[config.mk]
export PLATFORM = sky130hd
export DESIGN_NAME = blr_rom_loader
export DESIGN_NICKNAME = d
export VERILOG_FILES = /design/src/rtl/blr_pkg.sv /design/src/rtl/blr_step_cnt.sv /design/src/rtl/blr_addr_gen.sv /design/src/rtl/blr_wr_pipe.sv /design/src/rtl/blr_rom_loader.sv
export SDC_FILE = /design/constraint.sdc
export NUM_CORES = 1
export LEC_CHECK = 0
export BUFFER_PORTS_ARGS = -buffer_cell sky130_fd_sc_hd__buf_2
export CAP_MARGIN = 20
export CORE_MARGIN = 2
export CORE_UTILIZATION = 35
export DETAILED_ROUTE_END_ITERATION = 8
export GPL_TIMING_DRIVEN = 0
export HOLD_SLACK_MARGIN = 0.15
export REMOVE_ABC_BUFFERS = 1
export SLEW_MARGIN = 20
export SYNTH_ARGS = -nofsm -noshare
export SYNTH_HDL_FRONTEND = slang
export SYNTH_HIERARCHICAL = 1
export SYNTH_SLANG_ARGS = --single-unit
[constraint.sdc]
create_clock -name clk -period 17.3 [get_ports clk]
set_input_delay 3.46 -clock clk [delete_from_list [all_inputs] [get_ports clk]]
set_output_delay 3.46 -clock clk [all_outputs]
set_load 0.01 [all_outputs]
[src/rtl/blr_pkg.sv]
package blr_pkg;

   typedef enum logic [2:0] {
      ST_IDLE,
      ST_ALG,
      ST_PAT,
      ST_DESC,
      ST_WAIT
   } state_e;

   localparam logic [1:0] SEC_ALG  = 2'd0;
   localparam logic [1:0] SEC_PAT  = 2'd1;
   localparam logic [1:0] SEC_DESC = 2'd2;

   function automatic int cw(input int n);
      return (n > 1) ? $clog2(n) : 1;
   endfunction

endpackage

[src/rtl/blr_step_cnt.sv]
module blr_step_cnt
   import blr_pkg::*;
#(
   parameter int LIMIT = 4,
   parameter int W     = cw(LIMIT)
) (
   input  logic         clk,
   input  logic         rst_n,
   input  logic         clr,
   input  logic         adv,
   output logic [W-1:0] val,
   output logic         last
);

   generate
      if (LIMIT > 1) begin : g_count
         logic [W-1:0] q;
         always_ff @(posedge clk or negedge rst_n) begin
            if (!rst_n)
               q <= '0;
            else if (clr)
               q <= '0;
            else if (adv)
               q <= (q == W'(LIMIT - 1)) ? '0 : q + 1'b1;
         end
         assign val  = q;
         assign last = (q == W'(LIMIT - 1));
      end else begin : g_single
         logic unused_ok;
         assign unused_ok = ^{clk, rst_n, clr, adv};
         assign val  = '0;
         assign last = 1'b1;
      end
   endgenerate

endmodule

[src/rtl/blr_addr_gen.sv]
module blr_addr_gen
   import blr_pkg::*;
#(
   parameter int N_ALG    = 32,
   parameter int N_PAT    = 14,
   parameter int N_GRP    = 64,
   parameter int N_RAM    = 51,
   parameter int ALG_LEN  = 36,
   parameter int PAT_LEN  = 2,
   parameter int DESC_LEN = 10,
   parameter int ADDR_W   = 16,
   parameter int IDX_W    = 6,
   parameter int AW_A     = cw(N_ALG),
   parameter int AW_P     = cw(N_PAT),
   parameter int AW_G     = cw(N_GRP),
   parameter int AW_R     = cw(N_RAM)
) (
   input  logic [1:0]        sec,
   input  logic [AW_A-1:0]   alg,
   input  logic [AW_P-1:0]   pat,
   input  logic [AW_G-1:0]   grp,
   input  logic [AW_R-1:0]   ram,
   input  logic [IDX_W-1:0]  word,
   output logic [ADDR_W-1:0] addr
);

   localparam int PAT_BASE = N_ALG * ALG_LEN;
   localparam int RAM_BASE = PAT_BASE + N_ALG * N_PAT * PAT_LEN;
   localparam int ROM_END  = RAM_BASE + N_GRP * N_RAM * DESC_LEN;

   initial begin
      assert_fit_R4: assert (ROM_END <= (1 << ADDR_W))
         else $error("ROM image of %0d words exceeds address width", ROM_END);
   end

   int base_w;

   always_comb begin
      case (sec)
         SEC_ALG:  base_w = int'(alg) * ALG_LEN;
         SEC_PAT:  base_w = PAT_BASE + (int'(alg) * N_PAT + int'(pat)) * PAT_LEN;
         default:  base_w = RAM_BASE + (int'(grp) * N_RAM + int'(ram)) * DESC_LEN;
      endcase
      addr = ADDR_W'(base_w + int'(word));
   end

endmodule

[src/rtl/blr_wr_pipe.sv]
module blr_wr_pipe
   import blr_pkg::*;
#(
   parameter int DATA_W = 32,
   parameter int IDX_W  = 6
) (
   input  logic              clk,
   input  logic              rst_n,
   input  logic              rd_i,
   input  logic [1:0]        sec_i,
   input  logic [IDX_W-1:0]  idx_i,
   input  logic              last_i,
   input  logic [DATA_W-1:0] data_i,
   output logic              wr_en_o,
   output logic [1:0]        wr_sec_o,
   output logic [IDX_W-1:0]  wr_idx_o,
   output logic [DATA_W-1:0] wr_data_o,
   output logic              cmd_wr_o
);

   logic             v_q;
   logic             last_q;
   logic [1:0]       sec_q;
   logic [IDX_W-1:0] idx_q;

   always_ff @(posedge clk or negedge rst_n) begin
      if (!rst_n) begin
         v_q    <= 1'b0;
         last_q <= 1'b0;
         sec_q  <= SEC_ALG;
         idx_q  <= '0;
      end else begin
         v_q    <= rd_i;
         last_q <= rd_i & last_i;
         sec_q  <= sec_i;
         idx_q  <= idx_i;
      end
   end

   assign wr_en_o   = v_q;
   assign wr_sec_o  = sec_q;
   assign wr_idx_o  = idx_q;
   assign wr_data_o = data_i;
   assign cmd_wr_o  = v_q & last_q;

   assert_idx_step_R3: assert property (@(posedge clk) disable iff (!rst_n)
      (wr_en_o && $past(wr_en_o) && wr_idx_o != '0) |->
         (wr_idx_o == $past(wr_idx_o) + IDX_W'(1) && wr_sec_o == $past(wr_sec_o)));

   assert_cmd_sec_R6: assert property (@(posedge clk) disable iff (!rst_n)
      cmd_wr_o |-> (wr_sec_o == SEC_DESC));

endmodule

[src/rtl/blr_rom_loader.sv]
module blr_rom_loader
   import blr_pkg::*;
#(
   parameter int N_ALG    = 32,
   parameter int N_PAT    = 14,
   parameter int N_GRP    = 64,
   parameter int N_RAM    = 51,
   parameter int ALG_LEN  = 36,
   parameter int PAT_LEN  = 2,
   parameter int DESC_LEN = 10,
   parameter int DATA_W   = 32,
   parameter int ADDR_W   = 16,
   parameter int IDX_W    = 6
) (
   input  logic              clk,
   input  logic              rst_n,
   input  logic              start_i,
   input  logic              test_done_i,
   output logic              rom_rd_o,
   output logic [ADDR_W-1:0] rom_addr_o,
   input  logic [DATA_W-1:0] rom_data_i,
   output logic              wr_en_o,
   output logic [1:0]        wr_sec_o,
   output logic [IDX_W-1:0]  wr_idx_o,
   output logic [DATA_W-1:0] wr_data_o,
   output logic              cmd_wr_o,
   output logic              busy_o,
   output logic              done_o
);

   localparam int AW_A    = cw(N_ALG);
   localparam int AW_P    = cw(N_PAT);
   localparam int AW_G    = cw(N_GRP);
   localparam int AW_R    = cw(N_RAM);
   localparam int MAX_LEN = (ALG_LEN > PAT_LEN) ?
                            ((ALG_LEN > DESC_LEN) ? ALG_LEN : DESC_LEN) :
                            ((PAT_LEN > DESC_LEN) ? PAT_LEN : DESC_LEN);

   initial begin
      assert_cfg_counts_R7: assert (N_ALG >= 1 && N_PAT >= 1 && N_GRP >= 1 && N_RAM >= 1)
         else $error("loop counts must be at least one");
      assert_cfg_lens_R3: assert (ALG_LEN >= 1 && PAT_LEN >= 1 && DESC_LEN >= 1 &&
                                  IDX_W >= cw(MAX_LEN) && DATA_W >= 1)
         else $error("section lengths do not fit the index width");
   end

   state_e           state;
   logic [IDX_W-1:0] wcnt;
   logic             done_q;
   logic             wlast;
   logic             launch;
   logic             step;
   logic [1:0]       sec_cur;

   logic [AW_A-1:0]  alg_v;
   logic [AW_P-1:0]  pat_v;
   logic [AW_G-1:0]  grp_v;
   logic [AW_R-1:0]  ram_v;
   logic             alg_last, pat_last, grp_last, ram_last;
   logic             adv_ram, adv_grp, adv_pat, adv_alg;

   assign launch  = (state == ST_IDLE) && start_i;
   assign step    = (state == ST_WAIT) && test_done_i;
   assign adv_ram = step;
   assign adv_grp = adv_ram & ram_last;
   assign adv_pat = adv_grp & grp_last;
   assign adv_alg = adv_pat & pat_last;

   always_comb begin
      case (state)
         ST_ALG:  wlast = (wcnt == IDX_W'(ALG_LEN - 1));
         ST_PAT:  wlast = (wcnt == IDX_W'(PAT_LEN - 1));
         ST_DESC: wlast = (wcnt == IDX_W'(DESC_LEN - 1));
         default: wlast = 1'b0;
      endcase
      case (state)
         ST_ALG:  sec_cur = SEC_ALG;
         ST_PAT:  sec_cur = SEC_PAT;
         default: sec_cur = SEC_DESC;
      endcase
   end

   blr_step_cnt #(.LIMIT(N_ALG)) u_alg (.clk(clk), .rst_n(rst_n), .clr(launch),
      .adv(adv_alg), .val(alg_v), .last(alg_last));
   blr_step_cnt #(.LIMIT(N_PAT)) u_pat (.clk(clk), .rst_n(rst_n), .clr(launch),
      .adv(adv_pat), .val(pat_v), .last(pat_last));
   blr_step_cnt #(.LIMIT(N_GRP)) u_grp (.clk(clk), .rst_n(rst_n), .clr(launch),
      .adv(adv_grp), .val(grp_v), .last(grp_last));
   blr_step_cnt #(.LIMIT(N_RAM)) u_ram (.clk(clk), .rst_n(rst_n), .clr(launch),
      .adv(adv_ram), .val(ram_v), .last(ram_last));

   always_ff @(posedge clk or negedge rst_n) begin
      if (!rst_n) begin
         state  <= ST_IDLE;
         wcnt   <= '0;
         done_q <= 1'b0;
      end else begin
         case (state)
            ST_IDLE: if (start_i) begin
               state  <= ST_ALG;
               wcnt   <= '0;
               done_q <= 1'b0;
            end
            ST_ALG: if (wlast) begin
               wcnt  <= '0;
               state <= ST_PAT;
            end else wcnt <= wcnt + 1'b1;
            ST_PAT: if (wlast) begin
               wcnt  <= '0;
               state <= ST_DESC;
            end else wcnt <= wcnt + 1'b1;
            ST_DESC: if (wlast) begin
               wcnt  <= '0;
               state <= ST_WAIT;
            end else wcnt <= wcnt + 1'b1;
            ST_WAIT: if (test_done_i) begin
               if (!(ram_last && grp_last))
                  state <= ST_DESC;
               else if (!pat_last)
                  state <= ST_PAT;
               else if (!alg_last)
                  state <= ST_ALG;
               else begin
                  state  <= ST_IDLE;
                  done_q <= 1'b1;
               end
            end
            default: state <= ST_IDLE;
         endcase
      end
   end

   assign rom_rd_o = (state == ST_ALG) || (state == ST_PAT) || (state == ST_DESC);
   assign busy_o   = (state != ST_IDLE);
   assign done_o   = done_q;

   blr_addr_gen #(
      .N_ALG(N_ALG), .N_PAT(N_PAT), .N_GRP(N_GRP), .N_RAM(N_RAM),
      .ALG_LEN(ALG_LEN), .PAT_LEN(PAT_LEN), .DESC_LEN(DESC_LEN),
      .ADDR_W(ADDR_W), .IDX_W(IDX_W)
   ) u_addr (
      .sec(sec_cur), .alg(alg_v), .pat(pat_v), .grp(grp_v), .ram(ram_v),
      .word(wcnt), .addr(rom_addr_o)
   );

   blr_wr_pipe #(.DATA_W(DATA_W), .IDX_W(IDX_W)) u_pipe (
      .clk(clk), .rst_n(rst_n), .rd_i(rom_rd_o), .sec_i(sec_cur), .idx_i(wcnt),
      .last_i(wlast && state == ST_DESC), .data_i(rom_data_i),
      .wr_en_o(wr_en_o), .wr_sec_o(wr_sec_o), .wr_idx_o(wr_idx_o),
      .wr_data_o(wr_data_o), .cmd_wr_o(cmd_wr_o)
   );

   assert_rd_lat_R3: assert property (@(posedge clk) disable iff (!rst_n)
      rom_rd_o |=> wr_en_o);

   assert_no_rd_lat_R3: assert property (@(posedge clk) disable iff (!rst_n)
      !rom_rd_o |=> !wr_en_o);

   assert_addr_step_R4: assert property (@(posedge clk) disable iff (!rst_n)
      (rom_rd_o && wcnt != '0) |-> (rom_addr_o == $past(rom_addr_o) + ADDR_W'(1)));

   assert_hold_R6: assert property (@(posedge clk) disable iff (!rst_n)
      (state == ST_WAIT && !test_done_i) |=> (state == ST_WAIT && !rom_rd_o));

   assert_cmd_wait_R6: assert property (@(posedge clk) disable iff (!rst_n)
      cmd_wr_o |-> (state == ST_WAIT));

   assert_busy_start_R2: assert property (@(posedge clk) disable iff (!rst_n)
      (busy_o && start_i) |=> !(rom_rd_o && rom_addr_o == '0));

   assert_done_idle_R9: assert property (@(posedge clk) disable iff (!rst_n)
      done_o |-> !busy_o);

endmodule

# --- After elaboration in Yosys (flattened, before gate mapping) ---
# Index checks and enable logic that the tools add are counted.
word_totals:
  register_bits: 41
classes:
  addsub: 10
  mul: 4
  n_eq_ne: 20
  mux: 33
  bitwise_logic: 5
  n_reduce_logical: 19
op_table:
  columns: ["operator", "n"]
  rows:
  - ["2-to-1 mux 6 bit", 8]
  - ["adder 32 x 7 -> 32 bit", 1]
  - ["multiplier 32 x 4 -> 15 bit (second input constant)", 1]
  - ["one-hot mux 16 bit (2 select lines)", 1]
  - ["adder 6 x 1 -> 6 bit (second input constant)", 3]
  - ["equality test 6 bit (second input constant)", 3]
  - ["adder 12 x 16 -> 16 bit (first input constant)", 1]
  - ["adder 13 x 16 -> 16 bit (first input constant)", 1]
  - ["adder 16 x 7 -> 16 bit", 1]
  - ["2-to-1 mux 3 bit", 5]
  - ["2-to-1 mux 5 bit", 3]
  - ["one-hot mux 3 bit (5 select lines)", 1]
  - ["!= test 2 bit (second input constant)", 7]
  - ["multiplier 6 x 6 -> 12 bit (second input constant)", 1]
  - ["2-to-1 mux 4 bit", 3]
  - ["one-hot mux 6 bit (2 select lines)", 1]
  - ["nonzero test 2 bit", 6]
  - ["adder 9 x 4 -> 10 bit", 1]
  - ["multiplier 5 x 4 -> 9 bit (second input constant)", 1]
  - ["multiplier 5 x 3 -> 8 bit (second input constant)", 1]
  - ["equality test 3 x 2 -> 1 bit (second input constant)", 2]
  - ["equality test 6 x 1 -> 1 bit (second input constant)", 1]
  - ["equality test 6 x 4 -> 1 bit (second input constant)", 1]
  - ["2-to-1 mux 1 bit", 6]
  - ["22 further kinds", 31]

# --- Logic depth before layout (Yosys ltp) ---
# Gate-level depths: netlist (run 1).
depth:
  word_depth: 7
  ltp_mapped: 29

# --- Hierarchy ---
# Netlist (run 1), hierarchy kept.
by_module_without_submodules:
  columns: ["module", "n_inst", "cells_each", "area_per_inst_um2"]
  rows:
  - ["blr_addr_gen", 1, 380, 3111.7]
  - ["blr_rom_loader", 1, 86, 705.7]
  - ["blr_wr_pipe", 1, 44, 503.0]
  - ["blr_step_cnt (u_ram)", 1, 38, 365.4]
  - ["blr_step_cnt (u_grp)", 1, 32, 320.3]
  - ["blr_step_cnt (u_alg)", 1, 26, 294.0]
  - ["blr_step_cnt (u_pat)", 1, 25, 225.2]

# --- Worst setup path before layout (run 1) ---
# OpenSTA, ideal clock, no wires.
synth_timing:
  path_kind: "register to output"
  from: "reg u_grp.g_count.q[0] (netlist: u_grp/val[0])"
  to: "out rom_addr_o[15]"
  arrival_ns: 5.650
  required_ns: 13.840
  setup_slack_ns: 8.190
  path_stages_with_launch: 26
  path_cell_list: "dfrtp_1 > ha_1 > ha_1 > inv_1 > fa_1 > fa_1 > inv_1 > ha_1 > a21boi_0 > o21ai_0 > nor2b_1 > xnor2_1 > ha_1 > ha_1 > nand3_1 > o221ai_1 > o311ai_1 > xor2_1 > inv_1 > ha_1 > a31o_2 > a211oi_1 > nand4_1 > a21oi_1 > xnor3_1 > and2_1"
synth_via:
  elab_chain_len: 6
synth_rtl:
  columns: ["item", "line", "text"]
  rows:
  - ["from (decl)", "blr_step_cnt.sv:17", "logic [W-1:0] q;"]
  - ["from (signal assigned)", "blr_step_cnt.sv:24", "q <= (q == W'(LIMIT - 1)) ? '0 : q + 1'b1;"]
  - ["multiplier 6 x 6 -> 12 bit", "blr_addr_gen.sv:42", "default: base_w = RAM_BASE + (int'(grp) * N_RAM + int'(ram)) * DESC_LEN;"]
  - ["adder 32 x 7 -> 32 bit", "blr_addr_gen.sv:42", null]
  - ["multiplier 32 x 4 -> 15 bit", "blr_addr_gen.sv:42", null]
  - ["adder 13 x 16 -> 16 bit", "blr_addr_gen.sv:42", null]
  - ["one-hot mux 16 bit (2 select lines)", "blr_addr_gen.sv:39", "case (sec)"]
  - ["adder 16 x 7 -> 16 bit", "blr_addr_gen.sv:44", "addr = ADDR_W'(base_w + int'(word));"]
  - ["to (decl)", "blr_rom_loader.sv:20", "output logic [ADDR_W-1:0] rom_addr_o,"]
# Every way passes these cells.

# --- Final worst setup path (run 1) ---
# Same ends and word-level chain as after synthesis.

==> results.sh, run 1 <==
export IMPL_dp_hpwl_um=9950
export IMPL_clkPwrFrac_pct=14.1
export IMPL_clkTransAtPathRegs_ns=0.06
export IMPL_period_share_pct=59.2
export IMPL_viasPerCell=5.33
export IMPL_synth_ff_latch_count=41
export IMPL_ant_nets=0
export IMPL_grt_pass1_vias=4344
export IMPL_max_cap_viol_count=0
export IMPL_swShare_pct=48.7
export IMPL_final_seq_area_mm2=0.00103
export IMPL_grt_overflow_total=0
export IMPL_p_int_w=0.000403
export IMPL_rows=45
export IMPL_drt_first_iter_violations=290
export IMPL_die_y_um=130
export IMPL_p_comb_share_pct=67.5
export IMPL_finalHoldViolCount=0
export IMPL_drt_pass1_iter_count=4
export IMPL_seq_power_share_pct=18.4
export IMPL_post_cts_buffers=0
export IMPL_netlist_area_mm2=0.00553
export IMPL_clk_latency_ns=0.29
export IMPL_critPathMaxFanout=8
export IMPL_fin_crit_ns=10.24
export IMPL_clock_sinks=41
export IMPL_finalSetupViolCount=0
export IMPL_synthAdderAreaFrac_pct=24.8
export IMPL_core_region_area_mm2=0.0153
export IMPL_io_buffers=32
export IMPL_postPlaceCellArea_mm2=0.00561
export IMPL_fin_ws_ns=7.06
export IMPL_rsz0062_at_grt="false"
export IMPL_cts_buffer_depth=2
export IMPL_ios=97
export IMPL_antenna_found_initial=0
export IMPL_cp_data_arrival_time_ns=6.78
export IMPL_multi_input_area_mm2=0.00393
export IMPL_status="finished clean"
export IMPL_hold_path_class="flop to flop"
export IMPL_synth_ff_type="dfrtp_1"
export IMPL_fillers=1586
export IMPL_synth_async_reset_ratio_pct=100
export IMPL_max_freq_ghz=0.0976
export IMPL_p_total_w=0.000787
export IMPL_synth_edf_count=0
export IMPL_ctsResizeCount=0
export IMPL_synth_simple_gate_area_share_pct=17.6
export IMPL_critPathKind="flop to primary output"
export IMPL_seq_area_frac_synth_pct=18.6
export IMPL_slew_viol_final=0
export IMPL_vias=4451
export IMPL_synth_avg_cell_area_um2=8.76
export IMPL_die_w_um=130
export IMPL_routabilityCongestion=0.850
export IMPL_cts_tree="built"
export IMPL_h_tree_depth=2
export IMPL_p_per_area_mw_per_mm2=136
export IMPL_fin_nets=759
export IMPL_whs_ns=0.499
export IMPL_fin_area_mm2=0.00579
export IMPL_grt_max_degree=42
export IMPL_finClkSkew_ns=0.00723
export IMPL_synth_warnings=6
export IMPL_worst_setup_path_end_kind="primary output"
export IMPL_initial_core_util_pct=36.1
export IMPL_pre_cts_ws_ns=7.36
export IMPL_drc=0
export IMPL_grt_pass1_wl_um=21100
export IMPL_leakage_nw=2.91
export IMPL_drt_wirelength_per_cell_um=15.0
export IMPL_tns_ns=0
export IMPL_cts_buffers=5
export IMPL_synth_top_family_by_area="adder cells"
export IMPL_p_switching_w=0.000383
export IMPL_synth_xor_area_share_pct=8.02
export IMPL_tightest_slew_ns=1.01
export IMPL_grtUsageTotal_pct=15.3
export IMPL_required_ns=13.84
export IMPL_drive_gt1_share_pct=11.1
export IMPL_netlist_instances=631
export IMPL_routed_wl_um=12500
export IMPL_area_growth_pct=4.82
export IMPL_relSlewSlack_pct=32.7
export IMPL_startpoint_type="flop"
export IMPL_ir_worst_vdd_mv=0.113
export IMPL_synth_mux_area_share_pct=1.83
export IMPL_dieArea_mm2=0.0168
export IMPL_diodes=0
export IMPL_holdBufCountCts=0
export IMPL_clockRootBuffer="clkbuf_16"
export IMPL_synth_compound_area_share_pct=18.8
export IMPL_ys_types=83
-- synth_stat cells, types with 3 or more instances --
master / number / area share [%]
xor2_1: 17 / 2.7
o21bai_1: 3 / 0.41
ha_1: 84 / 19
nor2b_1: 13 / 1.5
a21o_1: 15 / 2.0
nand2b_1: 8 / 0.91
clkbuf_1: 4 / 0.27
fa_1: 16 / 5.8
dfrtp_1: 41 / 19
inv_1: 60 / 4.1
buf_6: 3 / 0.61
nor2_1: 40 / 2.7
nand3b_1: 3 / 0.41
a21oi_1: 38 / 3.4
o21ai_1: 4 / 0.36
nand4_1: 6 / 0.68
or3_1: 7 / 0.79
o21a_1: 4 / 0.54
a31oi_1: 7 / 0.79
nor3_1: 11 / 1.0
o21ai_0: 22 / 2.0
xnor2_1: 24 / 3.8
nand2_1: 36 / 2.4
o2111ai_1: 3 / 0.48
a211oi_1: 8 / 1.1
and3_1: 4 / 0.45
xnor3_1: 3 / 1.2
or2_2: 5 / 0.57
nand3_1: 20 / 1.8
and2_1: 10 / 1.1
buf_4: 36 / 4.9
mux2i_1: 9 / 1.6
-- registers in the layout (all words and copies together), names as in the netlist --
name	flops
u_grp/val	6
u_pipe/wr_sec_o	2
u_ram/val	6
u_pipe/wr_idx_o	6
u_pipe/last_q	1
u_alg/val	5
done_o	1
u_pat/val	4
state	3
u_pipe/wr_en_o	1
wcnt	6
-- power groups by stage --
stage	registers, W	logic [W]	clock network, W
floorplan	0.000143	0.000391	0
global placement	0.000144	0.000517	0
detailed placement	0.000145	0.000532	0
CTS	0.000144	0.000535	0.000114
global route	0.000148	0.000590	0.000118
finish	0.000145	0.000531	0.000111
-- worst max-delay path, cell delays in order, from the launching register on --
cell	delay (ns)
dfrtp_1	0.49
ha_1	0.40
ha_1	0.29
inv_1	0.05
fa_1	0.49
fa_1	0.52
inv_1	0.04
ha_1	0.32
a21boi_0	0.26
o21ai_0	0.14
nor2b_1	0.16
xnor2_1	0.27
ha_1	0.29
ha_1	0.36
nand3_1	0.12
o221ai_1	0.21
o311ai_1	0.14
xor2_1	0.26
inv_1	0.14
ha_1	0.24
a31o_2	0.24
a211oi_1	0.21
nand4_1	0.13
a21oi_1	0.21
xnor3_1	0.22
and2_1	0.15
buf_2	0.14
-- metrics by stage --
step	instances	utilization, %
after floorplan	584	-
after global placement	827	36.7
after detailed placement	827	36.7
after CTS	835	37.8
after global routing	835	37.8
final	835	37.8
-- final timing paths --
kind / from / end / slack (ns) / cells past startpoint
setup / recovery: u_grp/val[0] / rom_addr_o[15] / 7.06 / 26
hold / removal: wcnt[0] / u_pipe/wr_idx_o[0] / 0.50 / 0
setup reg to reg: u_ram/val[0] / u_alg/val[2] / 14.59 / 9
hold reg to reg: wcnt[0] / u_pipe/wr_idx_o[0] / 0.50 / 0
max in group asynchronous: rst_n / u_alg/val[2] / 13.43 / 1
min in group asynchronous: rst_n / u_grp/val[0] / 3.30 / 1
-- logic make-up (layout without fill, tap and decap cells) --
kind of cell / count (synthesis) / count (layout)
and+or+nand+nor: 181 / 181
AOI/OAI and AO/OA: 145 / 145
buffers and inverters: 109 / 102
adders and majority gates: 100 / 100
xor gates and xnor gates: 45 / 45
DFF: 41 / 41
muxes: 10 / 10
-- layout make-up --
class / count / share of cell area (%)
Multi-Input combinational cell: 481 / 67.9
Sequential cell: 41 / 17.7
Tap cell: 211 / 4.56
Inverter: 62 / 4.02
Timing Repair Buffer: 32 / 2.77
Clock buffer: 6 / 2.40
Clock inverter: 2 / 0.648
-- cell usage in the layout (no fill, tap or decap), types with 6 or more instances in the layout --
cell      synthesis  routed
inv_1            60      60
xnor2_1          24      24
a21o_1           15      15
nand2_1          36      36
a21oi_1          38      38
nand3_1          20      20
nor3_1           11      11
a31oi_1           7       7
and2_1           10      10
or3_1             7       7
nor2b_1          13      13
xor2_1           17      17
nor2_1           40      39
ha_1             84      84
nand2b_1          8       8
dfrtp_1          41      41
o21ai_0          22      22
mux2i_1           9       9
a211oi_1          8       8
buf_2             2      32
fa_1             16      16
nand4_1           6       6
-- per-layer routing --
metal | track usage [%] | vias to the layer above | wire [um]
met1 | 20.8 | 2123 | 6230
met3 | 4.25 | 17 | 747
met5 | 2.94 | - | 0
met2 | 23.4 | 121 | 5360
li1 | - | 2190 | -
met4 | 4.68 | 0 | 198
Note: power is estimated with default switching activity, not from simulation.
==> run 2: changes to the inputs <==
--- a/config.mk
+++ b/config.mk
@@ -5,6 +5,7 @@
 export SDC_FILE = /design/constraint.sdc
 export NUM_CORES = 1
 export LEC_CHECK = 0
+export ABC_AREA = 1
 export BUFFER_PORTS_ARGS = -buffer_cell sky130_fd_sc_hd__buf_2
 export CAP_MARGIN = 20
 export CORE_MARGIN = 2
==> constraint.sdc (replaced) <==
create_clock -name clk -period 8.3 [get_ports clk]
set_input_delay 1.66 -clock clk [delete_from_list [all_inputs] [get_ports clk]]
set_output_delay 1.66 -clock clk [all_outputs]
set_load 0.01 [all_outputs]
==> run 2 against run 1 <==
Against the previous run: worst hold slack worse by 0.018 ns; via count up 6.0%; sequential cell count unchanged; critical path type unchanged; highest routed layer unchanged.
==> results.sh, run 2 <==
export IMPL_status="finished clean"
export IMPL_max_freq_ghz=0.130
export IMPL_startpoint_type="flop"
export IMPL_postPlaceCellArea_mm2=0.00584
export IMPL_finClkSkew_ns=0.00399
export IMPL_slew_viol_final=0
export IMPL_p_switching_w=0.000811
export IMPL_io_buffers=32
export IMPL_hold_path_class="flop to flop"
export IMPL_grtUsageTotal_pct=14.9
export IMPL_post_cts_buffers=0
export IMPL_clockRootBuffer="clkbuf_16"
export IMPL_antenna_found_initial=0
export IMPL_ant_nets=0
export IMPL_critPathSlowestCell="fa_1"
export IMPL_rrSetupSlack_ns=6.02
export IMPL_p_comb_share_pct=65.9
export IMPL_rsz0062_at_grt="false"
export IMPL_initial_core_util_pct=35.7
export IMPL_vias=4720
export IMPL_highest_layer="met4"
export IMPL_grt_pass1_vias=4488
export IMPL_period_share_pct=92.6
export IMPL_drc=0
export IMPL_synth_ff_latch_count=41
export IMPL_fillers=1736
export IMPL_drt_first_iter_violations=191
export IMPL_holdPathStages=0
export IMPL_seq_power_share_pct=19.3
export IMPL_min_to="u_pipe/wr_idx_o[4]"
export IMPL_fin_nets=940
export IMPL_dieArea_mm2=0.0172
export IMPL_diodes=0
export IMPL_p_int_w=0.000766
export IMPL_clkPwrFrac_pct=14.7
export IMPL_worst_setup_path_end_kind="primary output"
export IMPL_synth_common_cells="172 x nand2_1, 133 x inv_1, 84 x ha_1"
export IMPL_synth_largest_area_cell="ha_1"
export IMPL_netlist_area_mm2=0.00567
export IMPL_synth_async_reset_ratio_pct=100
export IMPL_route_met3_wl_um=703
export IMPL_fin_crit_ns=7.68
export IMPL_wl_met1_um=6500
export IMPL_core_region_area_mm2=0.0159
export IMPL_hold_start="wcnt[4]"
export IMPL_die_w_um=131
export IMPL_routabilityCongestion=0.801
export IMPL_viasPerCell=4.62
export IMPL_ir_worst_vdd_mv=0.282
export IMPL_fin_area_mm2=0.00603
export IMPL_r2r_cells=8
export IMPL_finalSetupViolCount=0
export IMPL_final_common_cell="nand2_1"
export IMPL_critPathKind="flop to primary output"
export IMPL_yosysTopAreaCellShare_pct=18.5
export IMPL_clkTransAtPathRegs_ns=0.06
export IMPL_swShare_pct=51.4
export IMPL_synth_avg_cell_area_um2=7.08
export IMPL_drive_gt1_share_pct=11.7
export IMPL_p_per_area_mw_per_mm2=262
export IMPL_reg2reg_to="u_ram/val[2]"
export IMPL_synth_edf_count=0
export IMPL_r2r_start="state[2]"
export IMPL_cts_tree="built"
export IMPL_h_tree_depth=2
export IMPL_drt_wirelength_per_cell_um=12.1
export IMPL_ios=97
export IMPL_finalHoldViolCount=0
export IMPL_drt_pass1_iter_count=4
export IMPL_cts_buffers=5
export IMPL_tns_ns=0
export IMPL_max_cap_viol_count=0
export IMPL_required_ns=6.64
export IMPL_ys_types=43
export IMPL_synth_ff_type="dfrtp_1"
export IMPL_synth_area_top_cells="ha_1 19%, dfrtp_1 18%, nand2_1 11%"
export IMPL_synth_most_common_cell="nand2_1"
export IMPL_cp_data_arrival_time_ns=6.02
export IMPL_final_cell_mix="172 x nand2_1, 133 x inv_1, 84 x ha_1"
export IMPL_cts_buffer_depth=2
export IMPL_rows=46
export IMPL_critPathMaxFanout=7
export IMPL_crit_top_cell="ha_1"
export IMPL_routed_wl_um=12400
export IMPL_critPathMaxStageDelay_ns=0.51
export IMPL_clock_sinks=41
export IMPL_area_growth_pct=6.24
export IMPL_grt_max_degree=42
export IMPL_grt_overflow_total=0
export IMPL_holdBufCountCts=0
export IMPL_netlist_instances=801
export IMPL_dp_hpwl_um=10200
export IMPL_met2_length_um=5050
export IMPL_clk_latency_ns=0.29
export IMPL_relSlewSlack_pct=42.8
export IMPL_seq_area_frac_synth_pct=18.1
export IMPL_leakage_nw=3.40
export IMPL_grt_pass1_wl_um=21700
export IMPL_tightest_slew_ns=0.855
export IMPL_die_y_um=131
export IMPL_synth_warnings=6
==> run 2: cell types whose count changed in the layout (fill, tap and decap cells not counted), sizes merged, moves of 10 or more <==
cell	previous run	this run
a21o	16	2
inv	60	143
xnor2	25	14
nor2b	13	0
nand2	37	189
nor2	41	86
and2	10	0
nand3	21	60
==> run 2: worst max-delay path by stage <==
stage / to / startpoint / slack, ns
floorplan: rom_addr_o[13] / u_grp/val[4] / 1.46
global placement: rom_addr_o[15] / u_grp/val[0] / 0.77
detailed placement: rom_addr_o[13] / u_grp/val[0] / 0.79
CTS: rom_addr_o[13] / u_grp/val[0] / 0.46
global route: rom_addr_o[15] / u_grp/val[0] / 0.02
finish: rom_addr_o[15] / u_grp/val[0] / 0.62
==> run 2: logic make-up (layout without fill, tap and decap cells) <==
kind of cell / Yosys count / in the layout / synth area share, %
xor+xnor: 37 / 37 / 5.98
simple gates: 360 / 360 / 29.2
compound gates: 83 / 83 / 8.41
fa+ha+maj: 100 / 100 / 24.2
buf+inv: 180 / 184 / 14.2
flops: 41 / 41 / 18.1
==> run 2: power by group through the flow <==
stage / clock network (W) / logic (W) / registers (W)
floorplan: 0 / 0.000761 / 0.000304
global placement: 0 / 0.00104 / 0.000309
detailed placement: 0 / 0.00104 / 0.000309
CTS: 0.000237 / 0.00105 / 0.000306
global route: 0.000244 / 0.00118 / 0.000315
finish: 0.000232 / 0.00104 / 0.000305
==> run 2: cell type report <==
cell class | instances | area, um2 | area share (%)
clock buffer | 6 | 139 | 2.30
clock inverter | 2 | 37.5 | 0.623
inverter | 144 | 541 | 8.97
multi-input combinational | 580 | 3850 | 63.9
sequential | 41 | 1030 | 17.0
tap | 216 | 270 | 4.49
timing repair buffer | 32 | 163 | 2.70
==> run 2: critical path, delay by kind of cell (launching register included) <==
family	cells	cell delay, ns
adders and majority gates	7	2.60
and+or+nand+nor	10	1.01
AOI/OAI and AO/OA	4	0.75
xor gates and xnor gates	3	0.56
DFF	1	0.47
buffers and inverters	5	0.36
==> run 2: metrics by stage <==
stage	std cells	hold WS [ns]	setup WS, ns	utilization, %	total power, W
detailed placement	1013	0.473	0.791	36.8	0.00135
global route	1021	0.504	0.0194	37.9	0.00174
CTS	1021	0.488	0.465	37.9	0.00159
floorplan	765	0.416	1.46	-	0.00106
finish	1021	0.481	0.617	37.9	0.00158
global placement	1013	0.473	0.774	36.8	0.00135
==> run 2: what timing repair did <==
item,CTS,global route
gates resized for setup,0,3
hold endpoints to repair,0,0
setup endpoints to repair,0,3
==> run 2: per-layer routing <==
metal | vias up | GRT usage (%)
met5 | - | 2.92
met4 | 0 | 3.02
met3 | 10 | 3.86
met2 | 87 | 22.6
met1 | 2099 | 21.0
li1 | 2524 | -
==> run 3: changes to the inputs <==
--- a/config.mk
+++ b/config.mk
@@ -5,7 +5,6 @@
 export SDC_FILE = /design/constraint.sdc
 export NUM_CORES = 1
 export LEC_CHECK = 0
-export ABC_AREA = 1
 export BUFFER_PORTS_ARGS = -buffer_cell sky130_fd_sc_hd__buf_2
 export CAP_MARGIN = 20
 export CORE_MARGIN = 2
==> run 3 against run 2 <==
Against the previous run: worst hold slack gained 0.018 ns; clock-buffer cell count is the same; critical endpoint unchanged; critical path type unchanged; setup slack lost 0.30 ns; non-clock buffer count grew 7; largest cell class unchanged; design area shrank 0.66%; wire length grew 3.7%; final cell count shrank 18%; power grew 9.8%; core utilization grew 1.2 points; first-iteration DRC count grew 53%; sequential cell count is the same.
==> results.sh, run 3 (same netlist as run 1, synthesis figures left out) <==
export IMPL_hold_path_class="flop to flop"
export IMPL_final_cell_mix="79 x ha_1, 59 x inv_1, 38 x nor2_1"
export IMPL_dp_hpwl_um=9950
export IMPL_p_total_w=0.00173
export IMPL_whs_ns=0.499
export IMPL_startpoint_type="flop"
export IMPL_r2r_start="u_ram/val[0]"
export IMPL_p_per_area_mw_per_mm2=289
export IMPL_drt_pass1_iter_count=4
export IMPL_h_tree_depth=2
export IMPL_r2r_cells=9
export IMPL_viasPerCell=5.27
export IMPL_max_cap_viol_count=0
export IMPL_drt_first_iter_violations=292
export IMPL_drc=0
export IMPL_clkTransAtPathRegs_ns=0.06
export IMPL_fin_nets=766
export IMPL_status="finished clean"
export IMPL_reg2reg_to="u_alg/val[2]"
export IMPL_slew_viol_final=0
export IMPL_finalHoldViolCount=0
export IMPL_max_freq_ghz=0.125
export IMPL_relSlewSlack_pct=32.0
export IMPL_drt_wirelength_per_cell_um=15.2
export IMPL_grt_pass1_wl_um=21100
export IMPL_grt_max_degree=42
export IMPL_ios=97
export IMPL_ant_nets=0
export IMPL_fin_crit_ns=7.98
export IMPL_cp_num_buf_inv=3
export IMPL_critPathMaxStageDelay_ns=0.50
export IMPL_worstSetupStartpoint="u_grp/val[1]"
export IMPL_ir_worst_vdd_mv=0.270
export IMPL_dp_cells=827
export IMPL_die_w_um=130
export IMPL_rrSetupSlack_ns=5.60
export IMPL_final_common_cell="ha_1"
export IMPL_rows=45
export IMPL_dieArea_mm2=0.0168
export IMPL_core_region_area_mm2=0.0153
export IMPL_clk_latency_ns=0.29
export IMPL_holdBufCountCts=0
export IMPL_antenna_found_initial=0
export IMPL_stdcell_count=842
export IMPL_critPathKind="flop to primary output"
export IMPL_critPathMaxFanout=6
export IMPL_cp_data_arrival_time_ns=6.32
export IMPL_vias=4436
export IMPL_critPathSlowestCell="fa_1"
export IMPL_postPlaceCellArea_mm2=0.00561
export IMPL_cts_tree="built"
export IMPL_crit_top_cell="ha_1"
export IMPL_finalSetupViolCount=0
export IMPL_cts_buffers=5
export IMPL_cp_top_family="adder cells"
export IMPL_initial_core_util_pct=36.1
export IMPL_grt_overflow_total=0
export IMPL_grtUsageTotal_pct=15.3
export IMPL_diodes=0
export IMPL_period_share_pct=96.2
export IMPL_crit_cells=25
export IMPL_drive_gt1_share_pct=16.6
export IMPL_die_y_um=130
export IMPL_routabilityCongestion=0.850
export IMPL_io_buffers=32
export IMPL_routed_wl_um=12800
export IMPL_fin_area_mm2=0.00599
export IMPL_tightest_slew_ns=1.02
export IMPL_area_growth_pct=8.33
export IMPL_worst_setup_path_end_kind="primary output"
export IMPL_clockRootBuffer="clkbuf_16"
export IMPL_cts_buffer_depth=2
export IMPL_required_ns=6.64
export IMPL_finClkSkew_ns=0.00724
export IMPL_crit_path_end="rom_addr_o[15]"
export IMPL_clock_sinks=41
export IMPL_leakage_nw=2.98
export IMPL_grt_pass1_vias=4347
## run 3: final cells by class
class | count | area, um2
Multi-Input combinational cell | 481 | 4070
Tap cell | 211 | 264
Inverter | 62 | 233
Timing Repair Buffer | 39 | 213
Sequential cell | 41 | 1030
Clock buffer | 6 | 139
Clock inverter | 2 | 37.5
Fill cell | 1578 | 9330
## run 3: worst min path at each step
stage	start	end	slack, ns	depth (start not counted)
after detailed placement	wcnt[0]	u_pipe/wr_idx_o[0]	0.49	0
final	wcnt[0]	u_pipe/wr_idx_o[0]	0.50	0
after CTS	wcnt[0]	u_pipe/wr_idx_o[0]	0.50	0
after global placement	wcnt[0]	u_pipe/wr_idx_o[0]	0.48	0
after floorplan	wcnt[4]	u_pipe/wr_idx_o[4]	0.45	0
after global routing	wcnt[0]	u_pipe/wr_idx_o[0]	0.53	0
## run 3: what timing repair did
item / CTS / global route
pin swaps: 1 / 4
hold endpoints to repair: 0 / 0
setup buffers: 1 / 6
endpoints found under the setup margin: 2 / 2
gates cloned: 0 / 0
resized for setup: 4 / 28
## run 3: layer usage
layer  vias to the layer above  track usage [%]  wire (um)
met5                         -             2.94          0
met4                         0             4.68        173
met3                        13             4.25        777
met2                       101             23.4       5550
met1                      2127             20.8       6320
li1                       2195                -          -
## run 3: power breakdown
| part | internal (W) | leakage (nW) | switching, W | total, W |
|---|---|---|---|---|
| registers | 0.000240 | 0.534 | 0.0000600 | 0.000300 |
| logic | 0.000506 | 2.37 | 0.000692 | 0.00120 |
| clock network | 0.000150 | 0.0831 | 0.0000819 | 0.000232 |
## run 3: metrics by stage
step | worst slack, ns | TNS (ns) | util [%]
after global placement | 0.223 | 0 | 36.7
after floorplan | 0.994 | 0 | -
final | 0.316 | 0 | 39.1
after global routing | -0.0273 | -0.0273 | 39.1
after detailed placement | 0.161 | 0 | 36.7
after CTS | 0.0262 | 0 | 37.9
